--- src/rtl/cla_pkg.sv ---
package cla_pkg;
  // Default partition: four groups of four bits.
  localparam int unsigned DEF_GRP_W = 4;
  localparam int unsigned DEF_GRP_N = 4;
endpackage

--- src/rtl/cla_bit_pg.sv ---
module cla_bit_pg #(
  parameter int unsigned W = 4
) (
  input  logic [W-1:0] x_i,
  input  logic [W-1:0] y_i,
  output logic [W-1:0] gen_o,
  output logic [W-1:0] prp_o
);
  for (genvar i = 0; i < W; i++) begin : g_bit
    assign gen_o[i] = x_i[i] & y_i[i];
    assign prp_o[i] = x_i[i] ^ y_i[i];
  end
endmodule

--- src/rtl/cla_unit.sv ---
// Lookahead over N generate/propagate pairs. Every carry is formed as a
// flat sum of products of the pairs and the incoming carry.
module cla_unit #(
  parameter int unsigned N = 4
) (
  input  logic [N-1:0] gen_i,
  input  logic [N-1:0] prp_i,
  input  logic         cin_i,
  output logic [N-1:0] cy_o,
  output logic         grp_g_o,
  output logic         grp_p_o
);
  always_comb begin
    for (int i = 0; i < N; i++) begin
      logic acc;
      logic trm;
      trm = cin_i;
      for (int k = 0; k < i; k++) trm = trm & prp_i[k];
      acc = trm;
      for (int j = 0; j < i; j++) begin
        trm = gen_i[j];
        for (int k = j + 1; k < i; k++) trm = trm & prp_i[k];
        acc = acc | trm;
      end
      cy_o[i] = acc;
    end
  end

  always_comb begin
    logic acc;
    logic trm;
    acc = 1'b0;
    for (int j = 0; j < N; j++) begin
      trm = gen_i[j];
      for (int k = j + 1; k < N; k++) trm = trm & prp_i[k];
      acc = acc | trm;
    end
    grp_g_o = acc;
  end

  assign grp_p_o = &prp_i;
endmodule

--- src/rtl/cla_group.sv ---
module cla_group #(
  parameter int unsigned GW = 4
) (
  input  logic [GW-1:0] x_i,
  input  logic [GW-1:0] y_i,
  input  logic          cin_i,
  output logic [GW-1:0] sum_o,
  output logic          grp_g_o,
  output logic          grp_p_o
);
  logic [GW-1:0] gen;
  logic [GW-1:0] prp;
  logic [GW-1:0] cy;

  cla_bit_pg #(.W(GW)) u_pg (
    .x_i   (x_i),
    .y_i   (y_i),
    .gen_o (gen),
    .prp_o (prp)
  );

  cla_unit #(.N(GW)) u_la (
    .gen_i   (gen),
    .prp_i   (prp),
    .cin_i   (cin_i),
    .cy_o    (cy),
    .grp_g_o (grp_g_o),
    .grp_p_o (grp_p_o)
  );

  assign sum_o = prp ^ cy;
endmodule

--- src/rtl/cla_hier_adder.sv ---
module cla_hier_adder #(
  parameter int unsigned GRP_W = cla_pkg::DEF_GRP_W,
  parameter int unsigned GRP_N = cla_pkg::DEF_GRP_N,
  localparam int unsigned W    = GRP_W * GRP_N
) (
  input  logic [W-1:0] a_i,
  input  logic [W-1:0] b_i,
  input  logic         cin_i,
  output logic [W-1:0] sum_o,
  output logic         cout_o,
  output logic         blk_g_o,
  output logic         blk_p_o
);
  logic [GRP_N-1:0] grp_g;
  logic [GRP_N-1:0] grp_p;
  logic [GRP_N-1:0] grp_cin;

  for (genvar k = 0; k < GRP_N; k++) begin : g_grp
    cla_group #(.GW(GRP_W)) u_grp (
      .x_i     (a_i[k*GRP_W +: GRP_W]),
      .y_i     (b_i[k*GRP_W +: GRP_W]),
      .cin_i   (grp_cin[k]),
      .sum_o   (sum_o[k*GRP_W +: GRP_W]),
      .grp_g_o (grp_g[k]),
      .grp_p_o (grp_p[k])
    );
  end

  // Second level: carries into every group straight from group terms.
  cla_unit #(.N(GRP_N)) u_top_la (
    .gen_i   (grp_g),
    .prp_i   (grp_p),
    .cin_i   (cin_i),
    .cy_o    (grp_cin),
    .grp_g_o (blk_g_o),
    .grp_p_o (blk_p_o)
  );

  assign cout_o = blk_g_o | (blk_p_o & cin_i);
endmodule

--- config.mk ---
export PLATFORM = sky130hd
export DESIGN_NAME = cla_hier_adder
export DESIGN_NICKNAME = d
export VERILOG_FILES = /design/src/rtl/cla_pkg.sv /design/src/rtl/cla_bit_pg.sv /design/src/rtl/cla_unit.sv /design/src/rtl/cla_group.sv /design/src/rtl/cla_hier_adder.sv
export SDC_FILE = /design/constraint.sdc
export NUM_CORES = 1
export LEC_CHECK = 0
export ABC_AREA = 1
export BUFFER_PORTS_ARGS = -buffer_cell sky130_fd_sc_hd__clkbuf_2
export CORE_MARGIN = 3
export CORE_UTILIZATION = 45
export DETAILED_ROUTE_END_ITERATION = 6
export PLACE_DENSITY = 0.91
export SYNTH_ARGS = -nofsm -noshare
export SYNTH_HDL_FRONTEND = slang
export SYNTH_SLANG_ARGS = --single-unit
--- constraint.sdc ---
create_clock -name vclk -period 2.5
set_input_delay 0.25 -clock vclk [all_inputs]
set_output_delay 0.25 -clock vclk [all_outputs]
set_load 0.01 [all_outputs]
==> qor.csv, run 1 <==
metric,value,unit
Cell Pwr Density,266,nW/um2
Routed Antenna Nets,0,
Cells after Synth,117,
die height,48.2,um
Worst Path Buf+Inv,3,
Slew @ Worst Pin,0.208,ns
endpoints failing hold,0,
GP Congestion,0.710,
HP Class,in -> out,
"slowest stage cell, crit path",ha_1,
Final HPWL DP,1820,um
initial antenna violation count,0,
kind of critical path,in -> out,
final worst-path cycle share,0.919,
startpoint types,primary input,
Post-Syn Area,800,um2
max-slew violations,0,
worst setup path start,a_i[2],
max frequency,0.435,GHz
Slew HR,0.861,
Critical Path AT,2.05,ns
"most used cell, CP",nand2_1,
Pleak,0.660,nW
minimum clock period,2.30,ns
clkbuf count,0,
highest-count cells in the layout ignoring fill and taps,"clkbuf_2, nand2_1, ha_1, inv_1, xor2_1",
Final setup viols,0,
nets,229,
hold path startpoint,b_i[12],
total negative setup slack,0,ns
worst-path cell chain,"clkbuf_2, ha_1, nand2_1, inv_1, a21oi_2, nand2_2, nand2_1, nand3_1, ha_1, nand2_1, nand3_1, a21oi_2, xnor2_1, clkbuf_2",
via/cell ratio,4.77,
register area share after synthesis,0,
Synth top area share,0.313,
# rows,14,
drt first-iter violations,8,
Post-CTS Hold Fix Bufs,0,
Critical Path RT,2.25,ns
drt first pass iters,4,
critical path's largest stage delay,0.32,ns
port bufs,52,
leading area contributor after synthesis,ha_1,
Synth Warn #,0,
RSZ-0062 raised after global routing,no,
Routed WL,2000,um
WL/cell,10.3,um
post-synthesis area per instance,6.83,um2
Die W,48.2,um
Yosys cell types,14,
VDD IR-drop max,0.000182,V
n_diodes,0,
syn_nets,174,
"commonest non-fill, non-tap cell in the layout",clkbuf_2,
die area,2320,um2
top post-synthesis cells by area,"ha_1, nand2_1, fa_1",
DRC,0,
core footprint,1590,um2
vias in the first global route,864,
area delta synth->final,40.1,%
Crit. End Element,output pin,
Max-Cap Viols,0,
share of layout cells above drive strength 1,0.376,
fin worst setup slack,0.202,ns
via count,925,
first-pass GRT wire length,3080,um
Initial Utilization,0.502,
largest net degree at the start of global routing,7,
crit-path max FO,3,
num sequential,0,
register area,0,um2
Total Power,0.298,mW
status,"finished, final reports clean",
FILL cells,141,
Place WS,0.0628,ns
Tot GR Track Use,0.173,
overflow left after global routing,0,
"Largest delay share family, worst path",simple AND/OR/NAND/NOR gates,
Top Ports,52,
synth_stat cells, drive strengths merged:
| cell type | instances |
|---|---|
| xnor2 | 3 |
| nand3 | 9 |
| a21oi | 7 |
| nor2 | 8 |
| nand2 | 39 |
| xor2 | 9 |
| ha | 20 |
| fa | 4 |
| inv | 13 |
| nand4 | 5 |
report_power, final:
part	internal, mW	switching, mW	total, mW
Combinational	0.132	0.166	0.298
Sequential	0	0	0
Clock	0	0	0
Total	0.132	0.166	0.298
cell families after synthesis:
group / after synthesis / share of synthesized area
AND/OR/NAND/NOR: 61 / 0.351
adder cells (fa/ha/maj): 24 / 0.413
buffers and inverters: 13 / 0.0610
XOR/XNOR: 12 / 0.131
AO/OA/AOI/OAI: 7 / 0.0438
path summary, 6_finish.rpt:
| kind | endpoint | slack (ns) | depth (start not counted) |
|---|---|---|---|
| worst max-delay path | sum_o[11] | 0.20 | 14 |
| worst min-delay path | sum_o[12] | 0.88 | 3 |
per-layer routing:
metal | vias up | share of wire | global-route usage
met4 | 0 | 0 | 0
met3 | 0 | 0.063 | 0.00738
met5 | - | 0 | 0
li1 | 488 | - | -
met2 | 33 | 0.54 | 0.362
met1 | 404 | 0.40 | 0.199
area by class of cell:
class	count	area, um2	area share
timing repair buffer	53	268	0.239
inverter	13	48.8	0.0436
tap	24	30.0	0.0268
multi-input combinational	104	773	0.691
repair_timing:
item / in CTS / in global routing
resized for setup: 0 / 4
setup endpoints to repair: 0 / 1
setup buffers: 0 / 1
stage by stage:
stage	hold slack, ns	instance area (um2)	std cells	util
2_1_floorplan	0.614	800	117	-
3_3_place_gp	0.883	1090	193	0.684
3_5_place_dp	0.882	1090	193	0.684
4_1_cts	0.882	1090	193	0.684
5_1_grt	0.906	1120	194	0.703
6_report	0.879	1120	194	0.703
No activity file was read; power rests on OpenSTA's default activity.
==> run 2, diff against run 1 <==
--- a/config.mk
+++ b/config.mk
@@ -5,12 +5,12 @@
 export SDC_FILE = /design/constraint.sdc
 export NUM_CORES = 1
 export LEC_CHECK = 0
-export ABC_AREA = 1
 export BUFFER_PORTS_ARGS = -buffer_cell sky130_fd_sc_hd__clkbuf_2
 export CORE_MARGIN = 3
-export CORE_UTILIZATION = 45
+export CORE_UTILIZATION = 44
 export DETAILED_ROUTE_END_ITERATION = 6
-export PLACE_DENSITY = 0.91
+export PLACE_DENSITY = 0.92
 export SYNTH_ARGS = -nofsm -noshare
 export SYNTH_HDL_FRONTEND = slang
 export SYNTH_SLANG_ARGS = --single-unit
+export TNS_END_PERCENT = 20
==> qor.csv, run 2 <==
metric,value,unit
Net Sw Power,0.198,mW
Power Internal,0.194,mW
Routed Antenna Nets,0,
Post-synth top cells,"ha_1, nor2_1, o21a_1, a21oi_1",
endpoints failing hold,0,
"commonest non-fill, non-tap cell in the layout",clkbuf_2,
highest-count cells in the layout ignoring fill and taps,"clkbuf_2, buf_4, ha_1, o21a_1, ha_4",
Slew @ Worst Pin,0.288,ns
drt first pass iters,4,
Die W,46.6,um
Final setup viols,2,
Cell Pwr Density,299,nW/um2
Top Ports,52,
area delta synth->final,81.3,%
failing checks,setup timing,
leading area contributor after synthesis,ha_1,
port bufs,52,
Synth Warn #,0,
Max-Cap Viols,0,
max frequency,0.393,GHz
HP Class,in -> out,
via/cell ratio,5.81,
n_diodes,0,
via count,971,
Yosys cell types,22,
num sequential,0,
hold path startpoint,b_i[12],
drt first-iter violations,26,
clkbuf count,0,
Cells after Synth,82,
minimum clock period,2.55,ns
Synth top area share,0.345,
largest net degree at the start of global routing,5,
clock power share,0,
Post-Syn Area,724,um2
first-pass GRT wire length,4280,um
"count leader, synth",ha_1,
top post-synthesis cells by area,"ha_1, fa_1, o21a_1",
total negative setup slack,-0.0692,ns
crit-path max FO,4,
Initial Utilization,0.475,
register area,0,um2
Final HPWL DP,1830,um
overflow left after global routing,0,
Critical Path RT,2.25,ns
Hold Path Depth,3,
post-synthesis area per instance,8.83,um2
vias in the first global route,948,
Critical Path AT,2.30,ns
DRC,0,
Multi-input gate area,865,um2
Switching Share,0.505,
fin worst setup slack,-0.0451,ns
startpoint types,primary input,
die height,46.6,um
Routed WL,3190,um
syn_nets,139,
Place WS,-0.0995,ns
worst hold endpoint,sum_o[12],
die area,2170,um2
hold_ws,0.883,ns
initial antenna violation count,0,
Slew HR,0.808,
nets,210,
GP Congestion,0.731,
final worst-path cycle share,1.02,
max-slew violations,0,
Pleak,0.655,nW
RSZ-0062 raised after global routing,yes,
kind of critical path,in -> out,
Crit. End Element,output pin,
WL/cell,19.1,um
core footprint,1520,um2
FILL cells,75,
# rows,14,
sequential power share,0,
Tot GR Track Use,0.274,
VDD IR-drop max,0.000200,V
status,finished with violations,
register area share after synthesis,0,
share of layout cells above drive strength 1,0.629,
Comb power frac,1.000,
## run 2: worst max-delay path, cell delays in order
cell and delay [ns]:
clkbuf_2 0.11, ha_4 0.26, a21oi_2 0.21, o21ai_4 0.11, buf_4 0.16, a21o_1 0.19
ha_1 0.19, o21a_1 0.18, o21a_1 0.20, nor2_2 0.14, xnor2_2 0.13, buf_2 0.15
## run 2: cells by family after synthesis
kind of cell | Yosys count | share of synthesized area
AOI/OAI and AO/OA | 26 | 0.271
buffers and inverters | 1 | 0.00518
and+or+nand+nor | 23 | 0.171
xor gates and xnor gates | 8 | 0.0967
adders and majority gates | 24 | 0.456
## run 2: how the worst max path moves through the flow
stage	start	endpoint	slack, ns	cells past startpoint
final	a_i[3]	sum_o[7]	-0.05	12
after CTS	a_i[6]	sum_o[15]	0.01	12
after detailed placement	a_i[3]	sum_o[15]	-0.1	12
after global routing	a_i[3]	sum_o[15]	-0.09	12
after floorplan	a_i[1]	sum_o[15]	0.11	10
after global placement	a_i[3]	sum_o[15]	-0.05	12
## run 2: power groups by stage
stage | registers (mW) | clock network [mW] | logic [mW]
finish | 0 | 0 | 0.392
detailed placement | 0 | 0 | 0.311
CTS | 0 | 0 | 0.340
floorplan | 0 | 0 | 0.179
global route | 0 | 0 | 0.419
global placement | 0 | 0 | 0.297
## run 2: final cells by class
type	count	share of cell area
Multi-Input combinational cell	81	0.658
Timing Repair Buffer	69	0.324
Tap cell	16	0.0152
Inverter	1	0.00286
## run 2: through the flow
stage               std cells  area [um2]  power [mW]   util
finish                    167        1310       0.392  0.862
detailed placement        163        1100       0.311  0.723
global placement          163        1100       0.297  0.723
global route              167        1310       0.419  0.862
CTS                       164        1220       0.340  0.802
floorplan                  82         724       0.179      -
## run 2: routing by layer
layer,part of all wire,GRT usage,vias to the layer above
li1,-,-,446
met1,0.42,0.297,447
met2,0.45,0.525,62
met3,0.079,0.0273,16
met4,0.051,0.114,0
met5,0,0,-
## run 2: repair_timing
item | CTS | global route
setup endpoints to repair | 3 | 6
hold buffers | 0 | 0
pin swaps | 5 | 13
resized for setup | 12 | 27
buffers inserted | 1 | 3
